===== config.mk =====
export PLATFORM = sky130hd
export DESIGN_NAME = adcSeqCtrl
export DESIGN_NICKNAME = d
export VERILOG_FILES = /design/src/rtl/adcSeqPkg.sv /design/src/rtl/adcSeqCtrlFsm.sv /design/src/rtl/adcSeqData.sv /design/src/rtl/adcSeqCtrl.sv
export SDC_FILE = /design/constraint.sdc
export NUM_CORES = 1
export LEC_CHECK = 0
export BUFFER_PORTS_ARGS = -buffer_cell sky130_fd_sc_hd__buf_2
export CAP_MARGIN = 20
export CORE_ASPECT_RATIO = 0.7
export CORE_MARGIN = 4
export CORE_UTILIZATION = 26
export CTS_CLUSTER_SIZE = 20
export DETAILED_ROUTE_END_ITERATION = 12
export MAX_ROUTING_LAYER = met4
export PLACE_DENSITY_LB_ADDON = 0.1
export SYNTH_ARGS = -nofsm -noshare
export SYNTH_HDL_FRONTEND = slang
export SYNTH_HIERARCHICAL = 1
export SYNTH_SLANG_ARGS = --single-unit

===== constraint.sdc =====
create_clock -name clk -period 3.47 [get_ports clk]
set_input_delay 0.8675 -clock clk [delete_from_list [all_inputs] [get_ports clk]]
set_output_delay 0.8675 -clock clk [all_outputs]
set_load 0.005 [all_outputs]

===== src/rtl/adcSeqPkg.sv =====
package adcSeqPkg;
  localparam int IDX_W   = 3;
  localparam int NUM_RES = 1 << IDX_W;
  localparam int CODE_W  = 4;

  typedef enum logic [1:0] {
    SQ_IDLE  = 2'd0,
    SQ_START = 2'd1,
    SQ_WAIT  = 2'd2
  } seqState_t;

  typedef enum logic [2:0] {
    IN_PIN     = 3'd0,
    IN_REF_HI  = 3'd1,
    IN_REF_LO  = 3'd2,
    IN_REF_MID = 3'd3,
    IN_TEST    = 3'd4
  } inKind_t;

  // strobes from control to datapath
  typedef struct packed {
    logic             store;
    logic [IDX_W-1:0] idx;
    logic             seqEnd;
    logic             restart;
  } seqStrobe_t;
endpackage


===== src/rtl/adcSeqCtrlFsm.sv =====
module adcSeqCtrlFsm
  import adcSeqPkg::*;
(
  input  logic              clk,
  input  logic              rstN,
  input  logic              ctlWrEn,
  input  logic              ctlMulti,
  input  logic              ctlLen8,
  input  logic              ctlScan,
  input  logic [CODE_W-1:0] ctlCode,
  input  logic              convDone,
  output logic              convStart,
  output logic [CODE_W-1:0] chanSel,
  output logic [2:0]        inKind,
  output logic [IDX_W-1:0]  convCount,
  output logic              busy,
  output seqStrobe_t        strb
);
  seqState_t         state;
  logic [IDX_W-1:0]  pos;
  logic              multiQ, len8Q, scanQ, firstPass;
  logic [CODE_W-1:0] codeQ;
  logic [IDX_W-1:0]  lastPos;
  logic              atLast;
  logic              takeDone;

  assign lastPos  = len8Q ? IDX_W'(NUM_RES - 1) : IDX_W'(NUM_RES/2 - 1);
  assign atLast   = (pos == lastPos);
  assign takeDone = (state == SQ_WAIT) && convDone && !ctlWrEn;

  always_ff @(posedge clk) begin
    if (!rstN) begin
      state     <= SQ_IDLE;
      pos       <= '0;
      multiQ    <= 1'b0;
      len8Q     <= 1'b0;
      scanQ     <= 1'b0;
      codeQ     <= '0;
      firstPass <= 1'b0;
    end else if (ctlWrEn) begin
      multiQ    <= ctlMulti;
      len8Q     <= ctlLen8;
      scanQ     <= ctlScan;
      codeQ     <= ctlCode;
      pos       <= '0;
      firstPass <= 1'b1;
      state     <= SQ_START;
    end else begin
      case (state)
        SQ_START: state <= SQ_WAIT;
        SQ_WAIT: begin
          if (takeDone) begin
            if (atLast) begin
              pos       <= '0;
              firstPass <= 1'b0;
              state     <= scanQ ? SQ_START : SQ_IDLE;
            end else begin
              pos   <= pos + 1'b1;
              state <= SQ_START;
            end
          end
        end
        default: state <= SQ_IDLE;
      endcase
    end
  end

  // channel generation
  always_comb begin
    if (!multiQ)
      chanSel = codeQ;
    else if (len8Q)
      chanSel = {codeQ[CODE_W-1:IDX_W], pos};
    else
      chanSel = {codeQ[CODE_W-1:IDX_W-1], pos[IDX_W-2:0]};
  end

  always_comb begin
    inKind_t k;
    if (!chanSel[2])
      k = IN_PIN;
    else begin
      case (chanSel[1:0])
        2'b00:   k = IN_REF_HI;
        2'b01:   k = IN_REF_LO;
        2'b10:   k = IN_REF_MID;
        default: k = IN_TEST;
      endcase
    end
    inKind = k;
  end

  assign convStart    = (state == SQ_START);
  assign busy         = (state != SQ_IDLE);
  assign convCount    = pos;
  assign strb.store   = takeDone;
  assign strb.idx     = pos;
  assign strb.seqEnd  = takeDone && atLast && firstPass;
  assign strb.restart = ctlWrEn;

  AST_START_PULSE: assert property (@(posedge clk) disable iff (!rstN)
    convStart |=> !convStart);
  AST_WRITE_RESTART: assert property (@(posedge clk) disable iff (!rstN)
    ctlWrEn |=> (convStart && convCount == '0));
  AST_COUNT_SHORT: assert property (@(posedge clk) disable iff (!rstN)
    (busy && !len8Q) |-> (convCount < IDX_W'(NUM_RES/2)));
endmodule


===== src/rtl/adcSeqData.sv =====
module adcSeqData
  import adcSeqPkg::*;
#(
  parameter int RES_W = 10
) (
  input  logic               clk,
  input  logic               rstN,
  input  seqStrobe_t         strb,
  input  logic [RES_W-1:0]   convResult,
  input  logic               fastClr,
  input  logic               rdEn,
  input  logic [IDX_W-1:0]   rdIdx,
  input  logic               testMode,
  input  logic               statWrEn,
  input  logic               statWrScf,
  input  logic [NUM_RES-1:0] statWrCcf,
  output logic [RES_W-1:0]   rdData,
  output logic               seqDone,
  output logic [NUM_RES-1:0] ccfFlags
);
  logic [RES_W-1:0]   resReg [NUM_RES];
  logic [NUM_RES-1:0] ccfQ, ccfNext;
  logic               scfQ, scfNext;
  logic               testWr;

  assign testWr = testMode && statWrEn;

  for (genvar g = 0; g < NUM_RES; g++) begin : gRes
    always_ff @(posedge clk) begin
      if (!rstN)
        resReg[g] <= '0;
      else if (strb.store && strb.idx == IDX_W'(g))
        resReg[g] <= convResult;
    end
  end

  always_comb begin
    ccfNext = ccfQ;
    scfNext = scfQ;
    if (strb.restart && !fastClr) begin
      ccfNext = '0;
      scfNext = 1'b0;
    end
    if (rdEn && fastClr) begin
      ccfNext[rdIdx] = 1'b0;
      if (rdIdx == '0) scfNext = 1'b0;
    end
    if (strb.store)  ccfNext[strb.idx] = 1'b1;
    if (strb.seqEnd) scfNext = 1'b1;
    if (testWr) begin
      ccfNext = statWrCcf;
      scfNext = statWrScf;
    end
  end

  always_ff @(posedge clk) begin
    if (!rstN) begin
      ccfQ <= '0;
      scfQ <= 1'b0;
    end else begin
      ccfQ <= ccfNext;
      scfQ <= scfNext;
    end
  end

  assign rdData   = resReg[rdIdx];
  assign seqDone  = scfQ;
  assign ccfFlags = ccfQ;

  AST_FAST_READ0: assert property (@(posedge clk) disable iff (!rstN)
    (fastClr && rdEn && rdIdx == '0 && !strb.seqEnd && !testWr) |=> !seqDone);
  AST_SLOW_CLEAR: assert property (@(posedge clk) disable iff (!rstN)
    (strb.restart && !fastClr && !testWr) |=> (!seqDone && ccfFlags == '0));
  AST_FLAGS_HOLD: assert property (@(posedge clk) disable iff (!rstN)
    (!testMode && !strb.store && !strb.restart && !rdEn) |=> ($stable(ccfFlags) && $stable(seqDone)));
endmodule


===== src/rtl/adcSeqCtrl.sv =====
module adcSeqCtrl
  import adcSeqPkg::*;
#(
  parameter int RES_W = 10
) (
  input  logic               clk,
  input  logic               rstN,
  input  logic               ctlWrEn,
  input  logic               ctlMulti,
  input  logic               ctlLen8,
  input  logic               ctlScan,
  input  logic [CODE_W-1:0]  ctlCode,
  input  logic               fastClr,
  output logic               convStart,
  output logic [CODE_W-1:0]  chanSel,
  output logic [2:0]         inKind,
  input  logic               convDone,
  input  logic [RES_W-1:0]   convResult,
  input  logic               rdEn,
  input  logic [IDX_W-1:0]   rdIdx,
  output logic [RES_W-1:0]   rdData,
  input  logic               testMode,
  input  logic               statWrEn,
  input  logic               statWrScf,
  input  logic [NUM_RES-1:0] statWrCcf,
  output logic               seqDone,
  output logic [NUM_RES-1:0] ccfFlags,
  output logic [IDX_W-1:0]   convCount,
  output logic               busy
);
  seqStrobe_t strb;

  adcSeqCtrlFsm i_fsm (
    .clk(clk), .rstN(rstN), .ctlWrEn(ctlWrEn), .ctlMulti(ctlMulti),
    .ctlLen8(ctlLen8), .ctlScan(ctlScan), .ctlCode(ctlCode),
    .convDone(convDone), .convStart(convStart), .chanSel(chanSel),
    .inKind(inKind), .convCount(convCount), .busy(busy), .strb(strb)
  );

  adcSeqData #(.RES_W(RES_W)) i_data (
    .clk(clk), .rstN(rstN), .strb(strb), .convResult(convResult),
    .fastClr(fastClr), .rdEn(rdEn), .rdIdx(rdIdx), .testMode(testMode),
    .statWrEn(statWrEn), .statWrScf(statWrScf), .statWrCcf(statWrCcf),
    .rdData(rdData), .seqDone(seqDone), .ccfFlags(ccfFlags)
  );
endmodule


==> out/results.tsv <==
metric	value	unit
WL met3	564	microns
CTS sink cnt	102	
RSZ-0062 raised after global routing	no	
DRT antenna net count	0	
Power Dens Cells	447	mW/mm^2
number of I/O port buffers	67	
Crit path required time	2600	ps
Top Metal Used	met4	
Post-DP HPWL	9000	microns
peak supply drop	0.205	mV
initial DRC count	168	
top post-synthesis cells by count	81 x and2_1, 80 x edfxtp_1, 22 x dfxtp_1	
cts hold-fix bufs	0	
CP max FO	19	
Async S/R FF share, synth	0	
WL final	13000	microns
Vias	3150	
Max Clk Rate	310	MHz
Yosys cell types	39	
filler instances	1833	
CTS clock-pin slew for the worst setup and hold paths	70	ps
Crit Path Class	input port to output pin	
cts bufs inserted	9	
vias in the first global route	3153	
Min Hold Slack	504	ps
setup_tns	0	ps
Nets	485	
outcome	complete, no violations	
crit share post-route	0.929	
FF/Latch Area	0.00284	sq mm
R2R Setup Slk	1170	ps
most frequent cell after synthesis	and2_1	
Syn. warnings	6	
Final Wtd Congestion	0.719	
DRT Pass-1 Iters	4	
CORE AREA	0.0182	sq mm
syn nets	413	
syn_area_per_cell	13.2	sq um
hold crit path type	flop to flop	
largest net degree at the start of global routing	31	
initial antenna violation count	1	
final hold violation count	0	
area of the multi-input gates	0.00188	sq mm
die height	123	microns
CP Data Arrival Time	2360	ps
Layout Utilization	0.318	
setup violators final	0	
flops & latches, synth	102	
layout cells sized above 1	0.252	
fin crit period	3220	ps
relative slew slack	0.550	
remaining global-route overflow	0	
Lkg Pwr	2.34	nW
Post-synth EDFFs	80	
max cap viols	0	
Clock Path Buffers	2	
die area	0.0211	sq mm
M1 WL	6600	microns
post_cts resized	0	
top cell type's share of synthesized area	0.492	
clk_lat worst skew	340	ps
wire per inst	18.9	microns
Starting Density	0.268	
total setup buffers inserted after CTS	0	
Area Overhead vs Synth	18.6	%
# H-tree levels	3	
Remaining DRCs	0	
CTS root buffer	clkbuf_16	
Max Slew Vio Count	0	
Worst setup EP type	output pin	
Setup Skew	6.00	ps
CTS tree	done	
first-pass GRT wire length	19600	microns
Row Count	41	
Syn Std Cell Area	0.00488	sq mm
I/O pin count	68	
cell taking the most area after synthesis	edfxtp_1	
Die X	172	microns
Worst-Margin Slew	667	ps
Post-Syn Instances	371	
synth top area cells	edfxtp_1 49%, and2_1 10%, dfxtp_1 9.0%	
DR vias/cell	4.59	
gr usage total	0.131	
met2 wire length	5650	microns
ys flop type	edfxtp_1	
startpoint types	input port	
sequential share of the synthesized area	0.582	
## cell usage in the layout (no fill, tap or decap), types with 2 or more instances in the layout
cell       Yosys  layout
and2_1        81      81
edfxtp_1      80      80
buf_2          7      67
dfxtp_1       22      22
nand2_1       21      21
mux2i_1       16      16
buf_4          6      16
mux4_1        13      13
o21ai_0       12      12
nor2_1        12      12
nor2b_1       12      12
nand3_1       11      11
mux2_2        10      10
a31oi_1       10      10
clkbuf_16      0       9
inv_1          6       6
nand2b_1       6       6
o311ai_0       5       5
ha_1           5       5
mux4_2         3       3
o211ai_1       3       3
a21oi_1        3       3
diode_2        0       2
inv_6          0       2
clkinv_1       0       2
o32ai_1        2       2
or3_1          2       2
nor3_1         2       2
## worst max-delay path, cell delays in order
cell    delay, ps
buf_2         430
mux4_1        630
mux2_2        280
buf_2         130
## metrics by stage
| step | instances | worst slack [ps] | total power, mW | area [sq um] |
|---|---|---|---|---|
| 6_report | 686 | 247 | 2.59 | 5790 |
| 5_1_grt | 685 | 164 | 2.70 | 5790 |
| 4_1_cts | 684 | 215 | 2.63 | 5790 |
| 3_5_place_dp | 668 | 219 | 1.61 | 5500 |
| 3_3_place_gp | 668 | 255 | 1.61 | 5500 |
| 2_1_floorplan | 371 | 698 | 1.51 | 4880 |
## path summary, 6_finish.rpt
path	from	cells after the start	endpoint
max	rdIdx[0]	4	rdData[5]
min	i_data/ccfFlags[0]$_SDFF_PN0_	2	i_data/ccfFlags[0]$_SDFF_PN0_
max reg2reg	i_fsm/state[0]$_SDFFE_PN0P_	9	i_data/resReg[0][2]$_SDFFCE_PN0P_
min reg2reg	i_data/ccfFlags[0]$_SDFF_PN0_	2	i_data/ccfFlags[0]$_SDFF_PN0_
## logic make-up (layout without fill, tap and decap cells)
logic type,count (synthesis),after routing,synth area share
AND/OR/NAND/NOR,156,156,0.182
adder cells (fa/ha/maj),5,5,0.0128
multiplexers,42,42,0.140
flip-flops,102,102,0.582
other,0,2,0
XOR/XNOR,1,1,0.00179
buffers and inverters,28,105,0.0328
AO/OA/AOI/OAI,37,37,0.0489
## metal layers
metal | track usage | vias up
met3 | 0.0332 | 12
met5 | - | -
met1 | 0.185 | 1560
met4 | 0.0329 | 0
met2 | 0.190 | 63
li1 | - | 1515
## sequential cells by signal, summed over array words and instances (netlist names)
signal and count:
i_fsm/codeQ 4, i_fsm/state 2, i_data/ccfFlags 8, i_fsm/multiQ 1, i_fsm/convCount 3, i_fsm/firstPass 1
i_fsm/len8Q 1, i_data/seqDone 1, i_data/resReg 80, i_fsm/scanQ 1
## layout make-up
class / count / area share
Antenna cell: 2 / 0.000864
Sequential cell: 102 / 0.491
Multi-Input combinational cell: 241 / 0.325
Tap cell: 236 / 0.0510
Clock buffer: 10 / 0.0395
Inverter: 6 / 0.00389
Clock inverter: 6 / 0.0104
Timing Repair Buffer: 83 / 0.0787
## power breakdown
group,switching (mW),internal (mW),total (mW)
logic,0.116,0.0907,0.206
registers,0.0178,1.36,1.37
clock network,0.447,0.559,1.01
total,0.581,2.01,2.59
No activity file was read; power rests on OpenSTA's default activity.
